===== src/rtl/uipi_pkg.sv =====
package uipi_pkg;
  localparam int WORD_W   = 64;
  localparam int ENT_SHFT = 4;
  localparam int HALF_OFS = 8;
  localparam int PIR_W    = 64;
  localparam int PIR_SELW = $clog2(PIR_W);

  // control word of the descriptor
  localparam int C_OUT    = 0;
  localparam int C_SUP    = 1;
  localparam int C_VEC_LO = 16;
  localparam int C_DST_LO = 32;
  localparam int C_DS8_LO = 40;

  // first word of the target entry
  localparam int E_VALID  = 0;
  localparam int E_UV_LO  = 8;

  typedef enum logic [1:0] {
    FLT_NONE = 2'b00,
    FLT_UD   = 2'b01,
    FLT_GP   = 2'b10
  } fault_e;

  typedef enum logic [2:0] {
    S_IDLE,
    S_ENT0,
    S_ENT1,
    S_DSC0,
    S_DSC1,
    S_WR1,
    S_WR0
  } state_e;
endpackage


===== src/rtl/uipi_gate.sv =====
module uipi_gate #(
  parameter int IDXW = 16
) (
  input  logic            cfg_uint_en,
  input  logic            cfg_tt_en,
  input  logic            cpu_64b,
  input  logic            in_enclave,
  input  logic [IDXW-1:0] index,
  input  logic [IDXW-1:0] tbl_size,
  output logic            ud_fault,
  output logic            idx_bad
);
  logic allowed;

  always_comb begin
    allowed  = cfg_uint_en & cfg_tt_en & cpu_64b & ~in_enclave;
    ud_fault = ~allowed;
    idx_bad  = (index > tbl_size);
  end
endmodule


===== src/rtl/uipi_entry_chk.sv =====
module uipi_entry_chk
  import uipi_pkg::*;
(
  input  logic [WORD_W-1:0] ent_word,
  output logic              ent_ok,
  output logic [7:0]        ent_uv
);
  logic rsv_set;

  always_comb begin
    rsv_set = |ent_word[E_VALID+7:E_VALID+1];
    ent_ok  = ent_word[E_VALID] & ~rsv_set;
    ent_uv  = ent_word[E_UV_LO +: 8];
  end
endmodule


===== src/rtl/uipi_desc_upd.sv =====
module uipi_desc_upd
  import uipi_pkg::*;
(
  input  logic [WORD_W-1:0] ctl_word,
  input  logic [PIR_W-1:0]  pir_word,
  input  logic [7:0]        uv,
  input  logic              x2_mode,
  output logic              resv_bad,
  output logic              notify,
  output logic [WORD_W-1:0] ctl_new,
  output logic [PIR_W-1:0]  pir_new,
  output logic [7:0]        note_vec,
  output logic [31:0]       note_dst
);
  logic [PIR_SELW-1:0] sel;

  assign sel = uv[PIR_SELW-1:0];

  genvar gi;
  generate
    for (gi = 0; gi < PIR_W; gi++) begin : g_pir
      assign pir_new[gi] = pir_word[gi] | (sel == PIR_SELW'(gi));
    end
  endgenerate

  always_comb begin
    resv_bad = (|ctl_word[15:2]) | (|ctl_word[31:24]);
    notify   = ~ctl_word[C_SUP] & ~ctl_word[C_OUT];
    ctl_new  = ctl_word;
    ctl_new[C_OUT] = ctl_word[C_OUT] | notify;
    note_vec = ctl_word[C_VEC_LO +: 8];
    if (x2_mode) note_dst = ctl_word[C_DST_LO +: 32];
    else         note_dst = {24'd0, ctl_word[C_DS8_LO +: 8]};
  end
endmodule


===== src/rtl/uipi_ctrl.sv =====
module uipi_ctrl
  import uipi_pkg::*;
#(
  parameter int AW   = 48,
  parameter int IDXW = 16
) (
  input  logic              clk,
  input  logic              rst_n,
  input  logic              start,
  input  logic [IDXW-1:0]   index,
  input  logic [AW-1:0]     tbl_base,
  input  logic              ud_fault,
  input  logic              idx_bad,
  input  logic              ent_ok,
  input  logic [7:0]        ent_uv,
  input  logic              resv_bad,
  input  logic              notify,
  input  logic [WORD_W-1:0] ctl_new,
  input  logic [PIR_W-1:0]  pir_new,
  input  logic [7:0]        note_vec,
  input  logic [31:0]       note_dst,
  output logic [WORD_W-1:0] ctl_sel,
  output logic [PIR_W-1:0]  pir_q_o,
  output logic [7:0]        uv_q_o,
  output logic              mem_req,
  output logic              mem_we,
  output logic              mem_lock,
  output logic              mem_sup,
  output logic [AW-1:0]     mem_addr,
  output logic [WORD_W-1:0] mem_wdata,
  input  logic              mem_ack,
  input  logic [WORD_W-1:0] mem_rdata,
  output logic              ipi_valid,
  output logic [7:0]        ipi_vec,
  output logic [31:0]       ipi_dst,
  output logic              busy,
  output logic              done,
  output logic              fault,
  output logic [1:0]        fault_kind
);
  state_e            state_q, state_d;
  logic [AW-1:0]     addr_q, addr_d;
  logic [7:0]        uv_q, uv_d;
  logic [WORD_W-1:0] ctl_q, ctl_d;
  logic [PIR_W-1:0]  pir_q, pir_d;
  logic              done_d, fault_d, ipi_d;
  fault_e            kind_q, kind_d;
  logic [7:0]        vec_q, vec_d;
  logic [31:0]       dst_q, dst_d;
  logic              res_en;

  always_comb begin
    state_d = state_q;
    addr_d  = addr_q;
    uv_d    = uv_q;
    ctl_d   = ctl_q;
    pir_d   = pir_q;
    done_d  = 1'b0;
    fault_d = 1'b0;
    ipi_d   = 1'b0;
    kind_d  = FLT_NONE;
    vec_d   = vec_q;
    dst_d   = dst_q;
    case (state_q)
      S_IDLE: begin
        if (start) begin
          if (ud_fault) begin
            fault_d = 1'b1;
            kind_d  = FLT_UD;
          end else if (idx_bad) begin
            fault_d = 1'b1;
            kind_d  = FLT_GP;
          end else begin
            addr_d  = tbl_base + (AW'(index) << ENT_SHFT);
            state_d = S_ENT0;
          end
        end
      end
      S_ENT0: begin
        if (mem_ack) begin
          if (!ent_ok) begin
            fault_d = 1'b1;
            kind_d  = FLT_GP;
            state_d = S_IDLE;
          end else begin
            uv_d    = ent_uv;
            addr_d  = addr_q + AW'(HALF_OFS);
            state_d = S_ENT1;
          end
        end
      end
      S_ENT1: begin
        if (mem_ack) begin
          addr_d  = mem_rdata[AW-1:0];
          state_d = S_DSC0;
        end
      end
      S_DSC0: begin
        if (mem_ack) begin
          if (resv_bad) begin
            fault_d = 1'b1;
            kind_d  = FLT_GP;
            state_d = S_IDLE;
          end else begin
            ctl_d   = mem_rdata;
            addr_d  = addr_q + AW'(HALF_OFS);
            state_d = S_DSC1;
          end
        end
      end
      S_DSC1: begin
        if (mem_ack) begin
          pir_d   = mem_rdata;
          state_d = S_WR1;
        end
      end
      S_WR1: begin
        if (mem_ack) begin
          addr_d  = addr_q - AW'(HALF_OFS);
          state_d = S_WR0;
        end
      end
      S_WR0: begin
        if (mem_ack) begin
          done_d  = 1'b1;
          ipi_d   = notify;
          vec_d   = note_vec;
          dst_d   = note_dst;
          state_d = S_IDLE;
        end
      end
      default: state_d = S_IDLE;
    endcase
  end

  assign res_en = done_d | (state_q == S_IDLE && start);

  always_ff @(posedge clk or negedge rst_n) begin
    if (!rst_n) begin
      state_q <= S_IDLE;
      addr_q  <= '0;
      uv_q    <= '0;
      ctl_q   <= '0;
      pir_q   <= '0;
      done    <= 1'b0;
      fault   <= 1'b0;
      ipi_valid <= 1'b0;
      kind_q  <= FLT_NONE;
      vec_q   <= '0;
      dst_q   <= '0;
    end else begin
      state_q   <= state_d;
      addr_q    <= addr_d;
      uv_q      <= uv_d;
      ctl_q     <= ctl_d;
      pir_q     <= pir_d;
      done      <= done_d;
      fault     <= fault_d;
      ipi_valid <= ipi_d;
      kind_q    <= kind_d;
      if (res_en) begin
        vec_q <= vec_d;
        dst_q <= dst_d;
      end
    end
  end

  always_comb begin
    mem_req   = (state_q != S_IDLE);
    mem_we    = (state_q == S_WR1) || (state_q == S_WR0);
    mem_lock  = (state_q == S_DSC0) || (state_q == S_DSC1) ||
                (state_q == S_WR1)  || (state_q == S_WR0);
    mem_sup   = mem_req;
    mem_addr  = addr_q;
    mem_wdata = (state_q == S_WR1) ? pir_new : ctl_new;
    ctl_sel   = (state_q == S_DSC0) ? mem_rdata : ctl_q;
    pir_q_o   = pir_q;
    uv_q_o    = uv_q;
    busy      = (state_q != S_IDLE);
    ipi_vec   = vec_q;
    ipi_dst   = dst_q;
    fault_kind = kind_q;
  end

  // single-cycle, mutually exclusive completion
  p_done_pulse_r11: assert property (@(posedge clk) disable iff (!rst_n)
    done |=> !done);
  p_fault_pulse_r11: assert property (@(posedge clk) disable iff (!rst_n)
    fault |=> !fault);
  p_excl_r11: assert property (@(posedge clk) disable iff (!rst_n)
    !(done && fault));
  // configuration fault one cycle after an accepted start
  p_cfg_fault_r1: assert property (@(posedge clk) disable iff (!rst_n)
    (!busy && start && ud_fault) |=> (fault && fault_kind == FLT_UD && !mem_req));
  // notification only together with completion
  p_ipi_done_r8: assert property (@(posedge clk) disable iff (!rst_n)
    ipi_valid |-> done);
  // writes happen only under the lock, lock gone at completion
  p_wr_lock_r9: assert property (@(posedge clk) disable iff (!rst_n)
    (mem_req && mem_we) |-> mem_lock);
  p_unlock_end_r9: assert property (@(posedge clk) disable iff (!rst_n)
    (done || fault) |-> !mem_lock);
  // address held while a request waits
  p_addr_hold_r3: assert property (@(posedge clk) disable iff (!rst_n)
    (mem_req && !mem_ack) |=> $stable(mem_addr));
endmodule


===== src/rtl/uipi_sender.sv =====
module uipi_sender
  import uipi_pkg::*;
#(
  parameter int AW   = 48,
  parameter int IDXW = 16
) (
  input  logic              clk,
  input  logic              rst_n,
  input  logic              start,
  input  logic [IDXW-1:0]   index,
  input  logic [AW-1:0]     tbl_base,
  input  logic [IDXW-1:0]   tbl_size,
  input  logic              cfg_uint_en,
  input  logic              cfg_tt_en,
  input  logic              cpu_64b,
  input  logic              in_enclave,
  input  logic              x2_mode,
  output logic              mem_req,
  output logic              mem_we,
  output logic              mem_lock,
  output logic              mem_sup,
  output logic [AW-1:0]     mem_addr,
  output logic [63:0]       mem_wdata,
  input  logic              mem_ack,
  input  logic [63:0]       mem_rdata,
  output logic              ipi_valid,
  output logic [7:0]        ipi_vec,
  output logic [31:0]       ipi_dst,
  output logic              busy,
  output logic              done,
  output logic              fault,
  output logic [1:0]        fault_kind
);
  logic              ud_fault, idx_bad, ent_ok, resv_bad, notify;
  logic [7:0]        ent_uv, uv_q, note_vec;
  logic [31:0]       note_dst;
  logic [WORD_W-1:0] ctl_sel, ctl_new;
  logic [PIR_W-1:0]  pir_q, pir_new;

  uipi_gate #(.IDXW(IDXW)) u_gate (
    .cfg_uint_en (cfg_uint_en),
    .cfg_tt_en   (cfg_tt_en),
    .cpu_64b     (cpu_64b),
    .in_enclave  (in_enclave),
    .index       (index),
    .tbl_size    (tbl_size),
    .ud_fault    (ud_fault),
    .idx_bad     (idx_bad)
  );

  uipi_entry_chk u_ent (
    .ent_word (mem_rdata),
    .ent_ok   (ent_ok),
    .ent_uv   (ent_uv)
  );

  uipi_desc_upd u_dsc (
    .ctl_word (ctl_sel),
    .pir_word (pir_q),
    .uv       (uv_q),
    .x2_mode  (x2_mode),
    .resv_bad (resv_bad),
    .notify   (notify),
    .ctl_new  (ctl_new),
    .pir_new  (pir_new),
    .note_vec (note_vec),
    .note_dst (note_dst)
  );

  uipi_ctrl #(.AW(AW), .IDXW(IDXW)) u_ctrl (
    .clk        (clk),
    .rst_n      (rst_n),
    .start      (start),
    .index      (index),
    .tbl_base   (tbl_base),
    .ud_fault   (ud_fault),
    .idx_bad    (idx_bad),
    .ent_ok     (ent_ok),
    .ent_uv     (ent_uv),
    .resv_bad   (resv_bad),
    .notify     (notify),
    .ctl_new    (ctl_new),
    .pir_new    (pir_new),
    .note_vec   (note_vec),
    .note_dst   (note_dst),
    .ctl_sel    (ctl_sel),
    .pir_q_o    (pir_q),
    .uv_q_o     (uv_q),
    .mem_req    (mem_req),
    .mem_we     (mem_we),
    .mem_lock   (mem_lock),
    .mem_sup    (mem_sup),
    .mem_addr   (mem_addr),
    .mem_wdata  (mem_wdata),
    .mem_ack    (mem_ack),
    .mem_rdata  (mem_rdata),
    .ipi_valid  (ipi_valid),
    .ipi_vec    (ipi_vec),
    .ipi_dst    (ipi_dst),
    .busy       (busy),
    .done       (done),
    .fault      (fault),
    .fault_kind (fault_kind)
  );
endmodule


===== config.mk =====
export PLATFORM = sky130hd
export DESIGN_NAME = uipi_sender
export DESIGN_NICKNAME = d
export VERILOG_FILES = /design/src/rtl/uipi_pkg.sv /design/src/rtl/uipi_gate.sv /design/src/rtl/uipi_entry_chk.sv /design/src/rtl/uipi_desc_upd.sv /design/src/rtl/uipi_ctrl.sv /design/src/rtl/uipi_sender.sv
export SDC_FILE = /design/constraint.sdc
export NUM_CORES = 1
export LEC_CHECK = 0
export ABC_AREA = 1
export BUFFER_PORTS_ARGS = -buffer_cell sky130_fd_sc_hd__buf_2
export CAP_MARGIN = 20
export CORE_AREA = 2 2 193 195
export DETAILED_ROUTE_END_ITERATION = 8
export DIE_AREA = 0 0 195 197
export GPL_TIMING_DRIVEN = 0
export MAX_ROUTING_LAYER = met4
export PLACE_DENSITY = 0.7
export SKIP_CTS_REPAIR_TIMING = 1
export SLEW_MARGIN = 15
export SYNTH_ARGS = -nofsm -noshare
export SYNTH_HDL_FRONTEND = slang
export SYNTH_SLANG_ARGS = --single-unit

===== constraint.sdc =====
create_clock -name clk -period 3.75 [get_ports clk]
set_clock_uncertainty 0.15 [all_clocks]
set_input_delay 0.5625 -clock clk [delete_from_list [all_inputs] [get_ports clk]]
set_output_delay 0.5625 -clock clk [all_outputs]
set_load 0.05 [all_outputs]

==> summary.md <==
| Metric | Value |
|---|---|
| Detailed router's first-iteration violation count | 2342 |
| Crit path max fanout | 10 |
| Relative max-transition margin | 22.8% |
| Via Count | 21254 |
| Max-cap viol count | 0 |
| H-tree depth | 1 |
| Routed wire per std cell | between 20 and 25 um |
| Final nets | 3284 |
| Crit path arrival time | 3.03 ns |
| Number of synthesized flops with an enable pin | 0 |
| Worst setup SP type | flip-flop |
| Io pins | approximately 320 |
| Pwr Total | 18.7 mW |
| Mapped Area | 0.0173 mm^2 |
| Area growth syn-to-layout | 18.7% |
| Die Y | 197 um |
| Inst Count DP | 3531 |
| Largest net degree at the start of global routing | 84 |
| FP Rows | 70 |
| Tmin final | approximately 3.7 ns |
| Final instance area | between 0.02 and 0.025 mm^2 |
| Count of unique library cells instantiated by Yosys | 50 |
| Residual DRC | 0 |
| Final setup fails | 0 |
| Static Leakage | roughly 11 nW |
| Power density over the cells | 910 mW/mm^2 |
| Post-route ant nets | 0 |
| CP startpoint | u_ctrl.uv_q_o[3]$_DFFE_PN0P_ |
| Final HPWL DP | 67200 um |
| TritonCTS clock tree | done |
| Share of layout cells above drive strength 1 | 15.1% |
| Global-route wire length before repair | 124000 um |
| CTS sink cnt | 230 |
| Fin crit share | 99.8% |
| Drt pass-1 iters | 6 |
| Finished Layout Cells | 3583 |
| Final setup margin | between 0.007 and 0.008 ns |
| Fin. Hold Viols | 0 |
| Place WS | -0.525 ns |
| Hold_sp | start |
| Clock buffer count from CTS | 27 |
| Post-Place Cell Area | 0.0195 mm^2 |
| Core footprint | 0.0363 mm^2 |
| Vias in the first global route | between 20000 and 25000 |
| Initial antenna violation count | 1 |
| Most common cell after layout, fill and taps aside | nand2_1 |
| Clock insertion delay at the later pin of the skew report | 0.60 ns |
| RePlAce Congestion | 1.10 |
| Die area | 0.0384 mm^2 |
| Warnings, synthesis | 0 |
| Yosys reg bits | 230 |
| Fillcell total | around 3700 |
| Syn Area/Cell | 6.30 um^2 |
| Post-Syn Nets | 2937 |
| Crit end category | primary output |
| Reg2reg start | u_ctrl.state_q[0]$_DFFE_PN0P_ |
| Async SR Flop Fraction | 100% |
| Max Slew Vio Count | 0 |
| Overflow after GRT | 0 |
| Starting density of the core | between 40% and 50% |
| Final wirelength | 83700 um |
| Global-route usage over all layers | 44.1% |
| Clk pin slew, worst setup/hold paths | 0.05 ns |
| Die W | ~200 um |
| Most frequent cells in the layout | nand2_1 (863), inv_1 (358), buf_2 (322) |
| Crit Path Class | flip-flop to primary output |
| CTS Root Cell | clkbuf_16 |
| Worst Path Required | around 3.0 ns |
| Via density | 5.93 |
| Syn Inst Count | 2748 |
| Fmax | 267 MHz |
| Outcome | finished clean |
| Max VDD drop | slightly below 0.0006 V |
| Port bufs | 313 |
| Post-synthesis sequential area ratio | 33.2% |
| Tightest Pin Transition | 1.16 ns |
| Main flop type after synthesis | dfrtp_1 |
| Hold Path Class | input port to flip-flop |
| Maximum buffer depth of the clock tree | 3 |
## report_power, final
| group | total (mW) | internal (mW) | switching, mW |
|---|---|---|---|
| sequential | 4.11 | 3.38 | 0.734 |
| clock | 2.67 | 1.52 | 1.15 |
| combinational | 11.9 | 2.75 | 9.17 |
| total | 18.7 | 7.65 | 11.1 |
## critical path, stage by stage (launching register included)
cell and delay, ns:
dfrtp_1 0.43, inv_1 0.06, nor2_1 0.10, clkinv_1 0.36, nor2_1 0.62, inv_1 0.21, o21ai_0 0.18, o21ai_0 0.11
inv_1 0.12, clkbuf_4 0.24
## cells by family after synthesis
group | share of synthesized area [%]
AO/OA/AOI/OAI | 18.0
XOR/XNOR | 0.961
adder cells (fa/ha/maj) | 2.64
buffers and inverters | 11.0
flip-flops | 33.2
multiplexers | 0.672
AND/OR/NAND/NOR | 33.5
## final timing paths
path,cells past startpoint,to,slack (ns)
worst max-delay path,9,mem_wdata[27],0.007
worst min-delay path,3,u_ctrl.fault_kind[0]$_DFF_PN0_,0.11
worst max register to register,20,u_ctrl.mem_addr[46]$_DFFE_PN0P_,0.18
worst min register to register,2,u_ctrl.ctl_q[25]$_DFFE_PN0P_,0.32
max in group asynchronous,3,u_ctrl.mem_addr[27]$_DFFE_PN0P_,2.20
min in group asynchronous,2,u_ctrl.ipi_dst[22]$_DFFE_PN0P_,0.40
## per-layer routing
layer | vias to the layer above | wire length, um | track usage [%]
li1 | 9620 | - | -
met1 | 9982 | 32700 | 53.8
met2 | 1365 | 36700 | 68.5
met3 | 287 | 7950 | 7.24
met4 | 0 | 6300 | 27.4
met5 | - | 0 | -
## synthesized netlist by cell type (3+ instances only)
cell      number  area, um^2
nand2_1      863        3240
inv_1        358        1340
o21ai_0      308        1540
nor2_1       247         927
dfrtp_1      230        5760
nand3_1      163         816
a21oi_1      106         531
clkbuf_1      63         236
nand4_1       56         350
o21ai_1       45         225
ha_1          35         438
a41oi_1       33         289
nor3_1        30         150
buf_2         28         140
o31ai_1       17         128
or2_2         17         106
xor2_1        13         114
inv_2         12        45.0
o211ai_1      11        82.6
buf_1          9        33.8
o21bai_1       9        67.6
o22ai_1        9        56.3
buf_4          8        60.1
nor2_2         7        43.8
mux2i_1        6        60.1
o21a_1         6        45.0
xnor2_1        6        52.6
a211o_1        5        43.8
mux2_2         5        56.3
o221ai_1       5        43.8
and2_1         4        25.0
clkinv_1       4        15.0
nand3b_1       4        30.0
nor3b_1        4        30.0
nor4_1         3        18.8
## area by class of cell
type	instances	area (um^2)	area share (%)
diodes	2	5.00	0.0244
plain buffers	111	573	2.79
clock buffers	35	736	3.58
clock inverters	12	131	0.639
inverters	374	1400	6.83
multi-input cells	2033	9670	47.1
flip-flops and latches	230	5760	28.0
well taps	468	586	2.85
repair buffers	318	1690	8.21
## registers in the layout (all words and copies together) (netlist names)
| name | flops |
|---|---|
| u_ctrl.done | 1 |
| u_ctrl.fault_kind | 2 |
| u_ctrl.mem_addr | 48 |
| u_ctrl.state_q | 3 |
| u_ctrl.ipi_valid | 1 |
| u_ctrl.ipi_dst | 32 |
| u_ctrl.ipi_vec | 8 |
| u_ctrl.ctl_q | 64 |
| u_ctrl.uv_q_o | 6 |
| u_ctrl.pir_q_o | 64 |
| u_ctrl.fault | 1 |
## through the flow
step / hold WS, ns / TNS [ns] / utilization (%)
global placement: 0.291 / -494.81 / 53.7
CTS: -0.175 / -32.88 / 56.3
global route: 0.151 / -0.0314 / 56.7
detailed placement: 0.298 / -1.34 / 53.9
finish: 0.115 / 0 / 56.7
floorplan: 0.117 / 0 / -
Power figures use the tool's default switching activity.
